[src/rtl/uflow_decim_pkg.sv]
package uflow_decim_pkg;
  typedef enum logic [1:0] {
    SRC_UFLOW = 2'd0,
    SRC_RISE  = 2'd1,
    SRC_FALL  = 2'd2
  } evt_src_e;

  function automatic evt_src_e pick_src(input logic alt, input logic gate, input logic fall);
    if (alt && gate) return fall ? SRC_FALL : SRC_RISE;
    return SRC_UFLOW;
  endfunction
endpackage

[src/rtl/uflow_evt_qual.sv]
module uflow_evt_qual
  import uflow_decim_pkg::*;
(
  input  logic clk,
  input  logic mode_alt,
  input  logic gate_en,
  input  logic edge_fall,
  input  logic uflow,
  input  logic reload_ctl,
  output logic count_evt
);
  logic     ctl_q;
  evt_src_e src;

  // plain sampling register; it holds a valid copy after one clock in reset
  always_ff @(posedge clk) ctl_q <= reload_ctl;

  always_comb begin
    src = pick_src(mode_alt, gate_en, edge_fall);
    unique case (src)
      SRC_RISE: count_evt = reload_ctl & ~ctl_q;
      SRC_FALL: count_evt = ~reload_ctl & ctl_q;
      default:  count_evt = uflow;
    endcase
  end
endmodule

[src/rtl/uflow_reload_reg.sv]
module uflow_reload_reg #(
  parameter int unsigned CNT_W      = 8,
  parameter int unsigned RST_RELOAD = 1
) (
  input  logic             clk,
  input  logic             rst_n,
  input  logic             func_en,
  input  logic             wr_valid,
  output logic             wr_ready,
  input  logic [CNT_W-1:0] wr_data,
  output logic [CNT_W-1:0] reload_q
);
  assign wr_ready = ~func_en;

  always_ff @(posedge clk) begin
    if (!rst_n)                   reload_q <= CNT_W'(RST_RELOAD);
    else if (wr_valid && wr_ready) reload_q <= wr_data;
  end
endmodule

[src/rtl/uflow_decim_core.sv]
module uflow_decim_core #(
  parameter int unsigned CNT_W = 8
) (
  input  logic             clk,
  input  logic             rst_n,
  input  logic             func_en,
  input  logic             count_evt,
  input  logic [CNT_W-1:0] reload_q,
  output logic             irq
);
  localparam logic [CNT_W-1:0] ONE = CNT_W'(1);

  logic             en_q;
  logic             arm;
  logic [CNT_W-1:0] n_eff;
  logic [CNT_W-1:0] cnt;

  assign arm   = func_en & ~en_q;
  assign n_eff = (reload_q == '0) ? ONE : reload_q;

  always_ff @(posedge clk) begin
    if (!rst_n) begin
      en_q <= 1'b0;
      cnt  <= '0;
      irq  <= 1'b0;
    end else begin
      en_q <= func_en;
      irq  <= 1'b0;
      if (arm) begin
        cnt <= n_eff - ONE;
      end else if (func_en && count_evt) begin
        if (cnt <= ONE) begin
          irq <= 1'b1;
          cnt <= n_eff;
        end else begin
          cnt <= cnt - ONE;
        end
      end
    end
  end
endmodule

[src/rtl/uflow_decim_irq.sv]
module uflow_decim_irq #(
  parameter int unsigned CNT_W      = 8,
  parameter int unsigned RST_RELOAD = 1
) (
  input  logic             clk,
  input  logic             rst_n,
  input  logic             func_en,
  input  logic             mode_alt,
  input  logic             gate_en,
  input  logic             edge_fall,
  input  logic             uflow,
  input  logic             reload_ctl,
  input  logic             cfg_wr_valid,
  output logic             cfg_wr_ready,
  input  logic [CNT_W-1:0] cfg_wr_data,
  output logic             irq
);
  logic             count_evt;
  logic [CNT_W-1:0] reload_q;

  uflow_evt_qual u_qual (
    .clk(clk), .mode_alt(mode_alt), .gate_en(gate_en), .edge_fall(edge_fall),
    .uflow(uflow), .reload_ctl(reload_ctl), .count_evt(count_evt)
  );

  uflow_reload_reg #(.CNT_W(CNT_W), .RST_RELOAD(RST_RELOAD)) u_reload (
    .clk(clk), .rst_n(rst_n), .func_en(func_en), .wr_valid(cfg_wr_valid),
    .wr_ready(cfg_wr_ready), .wr_data(cfg_wr_data), .reload_q(reload_q)
  );

  uflow_decim_core #(.CNT_W(CNT_W)) u_core (
    .clk(clk), .rst_n(rst_n), .func_en(func_en), .count_evt(count_evt),
    .reload_q(reload_q), .irq(irq)
  );
endmodule

[config.mk]
export PLATFORM = sky130hd
export DESIGN_NAME = uflow_decim_irq
export DESIGN_NICKNAME = d
export VERILOG_FILES = /design/src/rtl/uflow_decim_pkg.sv /design/src/rtl/uflow_evt_qual.sv /design/src/rtl/uflow_reload_reg.sv /design/src/rtl/uflow_decim_core.sv /design/src/rtl/uflow_decim_irq.sv
export SDC_FILE = /design/constraint.sdc
export NUM_CORES = 1
export LEC_CHECK = 0
export ABC_AREA = 1
export BUFFER_PORTS_ARGS = -buffer_cell sky130_fd_sc_hd__buf_2
export CAP_MARGIN = 10
export CORE_UTILIZATION = 60
export CTS_BUF_LIST = sky130_fd_sc_hd__clkbuf_8
export CTS_CLUSTER_SIZE = 25
export DETAILED_ROUTE_END_ITERATION = 8
export GPL_ROUTABILITY_DRIVEN = 0
export GPL_TIMING_DRIVEN = 0
export MAX_ROUTING_LAYER = met4
export PLACE_DENSITY = 0.84
export SLEW_MARGIN = 20
export SYNTH_ARGS = -nofsm -noshare
export SYNTH_HDL_FRONTEND = slang
export SYNTH_SLANG_ARGS = --single-unit
[constraint.sdc]
create_clock -name clk -period 5.25 [get_ports clk]
set_clock_uncertainty 0.2 [all_clocks]
set_input_delay 1.575 -clock clk [delete_from_list [all_inputs] [get_ports clk]]
set_output_delay 1.575 -clock clk [all_outputs]
set_load 0.02 [all_outputs]
==> qor.csv <==
metric,value,unit
status,"complete, no violations",
async_reset_ff_share,0,%
slowest_delay,150,ps
initial_core_util,63.7,%
maxCapViolCount,0,
grt_pass1_wl,4640,um
die_h,47.6,um
clock_latency,260,ps
avgRoutedWirePerCell,11.9,um
h-tree-depth,1,
p_per_area,302,mW/mm2
clk_pin_slew_worst_paths,70,ps
antenna_found_initial,0,
use_met2,52.9,%
cts_tree,done,
vias_per_cell,5.26,
drv_slew,0,
power.share.combinational,36.0,%
num_io_pins,19,
postRouteAntennaNets,0,
crit_top_cell,buf_2,
fillers,187,
synthFlopType,dfxtp_1,
start_kind,input port,
p_int,0.267,mW
arrival,1910,ps
place_ws,1570,ps
synth.distinct_cells,25,
synth_area_leaders,"dfxtp_1 (30%), nand2_1 (9.3%), inv_1 (8.7%)",
clkPwrFrac,24.1,%
layout_setup_ws,1560,ps
worstRegToRegCells,10,
fin_nets,235,
cts_setup_buffers,0,
crit_start,func_en,
worstSetupEndpoint,cfg_wr_ready,
finalSetupTns,0,ps
ys_seq_elements,19,
post-route-period-util,70.2,%
drt_iter0_markers,44,
synth_seq_area_share,30.4,%
io_buffers,18,
hp-class,flip-flop to flip-flop,
grt_pass1_vias,1157,
r2r_slack,3360,ps
ys_warn_count,0,
fmax,0.271,GHz
numCtsBuffers,3,
vias,1267,
firstDrtPassIters,4,
slew_headroom,84.4,%
critical_path.cell_chain,buf_2 > inv_2 > buf_2,
power.switching,0.161,mW
critPathCaptureType,output pin,
area_growth,13.6,%
cts_resized,0,
r2r-start,u_reload.reload_q[2],
switching_share,37.6,%
worst_slew_pin_slew,234,ps
yosysTopAreaCellShare,30.4,%
core,0.00196,mm2
cpMaxStageDelayCell,buf_2,
fp-row-count,16,
crit_type,input port to output pin,
hold_viol,0,
crit_family,buffers and inverters,
clock-root-buffer,clkbuf_8,
drive_gt1_share,22.9,%
final_period_minus_worst_setup_slack,3690,ps
track_usage,30.3,%
rr_endpoint,u_core.cnt[4],
syn_area_per_cell,6.51,um2
cts_hold_buf,0,
cp_max_fo,3,
ir_drop,245,uV
syn_area,0.00125,mm2
synth_edf_count,0,
critPathRequiredTime,3480,ps
rsz0062_at_grt,no,
die_area,0.00227,mm2
drcViolationCount,0,
cts_buffer_depth,2,
grtUsageMet3,3.77,%
overflow,0,
syn_inst,192,
dp_hpwl,2240,um
crit_buf_inv,3,
crit_cells,3,
grt_max_degree,12,
routed_wl,2860,um
die_x,47.6,um
power_leakage,0.742,nW
n_antenna_cell,0,
grt_use_met1,35.0,%
final-setup-viol-count,0,
top_usage_layer,met2,
p_seq_share,39.9,%
syn-num-nets,212,
synth_largest_area_cell,dfxtp_1,
clock-sinks,19,
## sequential cells by signal, indices dropped and copies added (netlist names)
name / count
u_core.irq: 1
u_reload.reload_q: 8
u_core.en_q: 1
u_qual.ctl_q: 1
u_core.cnt: 8
## synthesized netlist by cell type, drive strengths merged, types with 2 or more instances
cell,instances
o211ai,2
buf,3
nand2,38
nand4,4
nand3,19
nor2,20
a21oi,18
inv,36
nand3b,2
ha,3
dfxtp,19
o21ai,22
## power groups by stage
stage	Clock (mW)	Sequential, mW	Combinational [mW]
after floorplan	0	0.171	0.119
after global placement	0	0.173	0.145
after detailed placement	0	0.174	0.152
after CTS	0.105	0.171	0.153
after global routing	0.109	0.172	0.173
final	0.103	0.171	0.154
## stage by stage
step / hold slack (ps) / instance area, um2 / instances / utilization, % / power (mW)
2_1_floorplan: 253 / 1250 / 192 / - / 0.290
3_3_place_gp: 277 / 1370 / 237 / 70.0 / 0.318
3_5_place_dp: 274 / 1370 / 237 / 70.0 / 0.326
4_1_cts: 285 / 1420 / 241 / 72.4 / 0.429
5_1_grt: 315 / 1420 / 241 / 72.4 / 0.455
6_report: 288 / 1420 / 241 / 72.4 / 0.428
## worst min-delay path by stage
stage / end / depth (start not counted) / slack [ps] / from
floorplan: u_reload.reload_q[4] / 2 / 250 / u_reload.reload_q[4]
global placement: u_reload.reload_q[4] / 2 / 280 / u_reload.reload_q[4]
detailed placement: u_reload.reload_q[4] / 2 / 270 / u_reload.reload_q[4]
CTS: u_reload.reload_q[4] / 2 / 290 / u_reload.reload_q[4]
global route: u_reload.reload_q[4] / 2 / 320 / u_reload.reload_q[4]
finish: u_reload.reload_q[4] / 2 / 290 / u_reload.reload_q[4]
## cell families (layout without fill, tap and decap cells)
group                      count (synthesis)  count (layout)  synth area share, %
AOI/OAI and AO/OA                         43              43                 18.9
and+or+nand+nor                           85              85                 33.6
xor gates and xnor gates                   2               2                 1.40
buffers and inverters                     40              62                 12.6
adders and majority gates                  3               3                 3.00
DFF                                       19              19                 30.4
## tightest hold or removal path: cells and delay by family, from the launching register on
family          cells  cell delay, ps
flops               1             310
buf+inv             1              80
compound gates      1              60
## final cells by class
type | instances | area [um2] | share of cell area [%]
multi-input combinational | 133 | 712 | 50.1
clock buffer | 3 | 41.3 | 2.91
inverter | 37 | 140 | 9.87
clock inverter | 1 | 5.00 | 0.352
buffer | 3 | 17.5 | 1.23
timing repair buffer | 18 | 90.1 | 6.34
tap | 27 | 33.8 | 2.38
sequential | 19 | 380 | 26.8
## layout by cell type (no fill, tap or decap), types with 4 or more instances in the layout
master	instances
a21oi_1	18
buf_2	20
dfxtp_1	19
inv_1	29
inv_2	7
nand2_1	31
nand2_2	7
nand3_1	19
nand4_1	4
nor2_1	15
nor2_4	5
o21ai_0	17
o21ai_1	4
## per-layer routing
layer,routed length (um),share of wire [%],up-vias
li1,-,-,663
met1,1200,42,557
met2,1480,52,40
met3,117,4.1,7
met4,59,2.1,0
met5,0,0,-
Power figures use the tool's default switching activity.
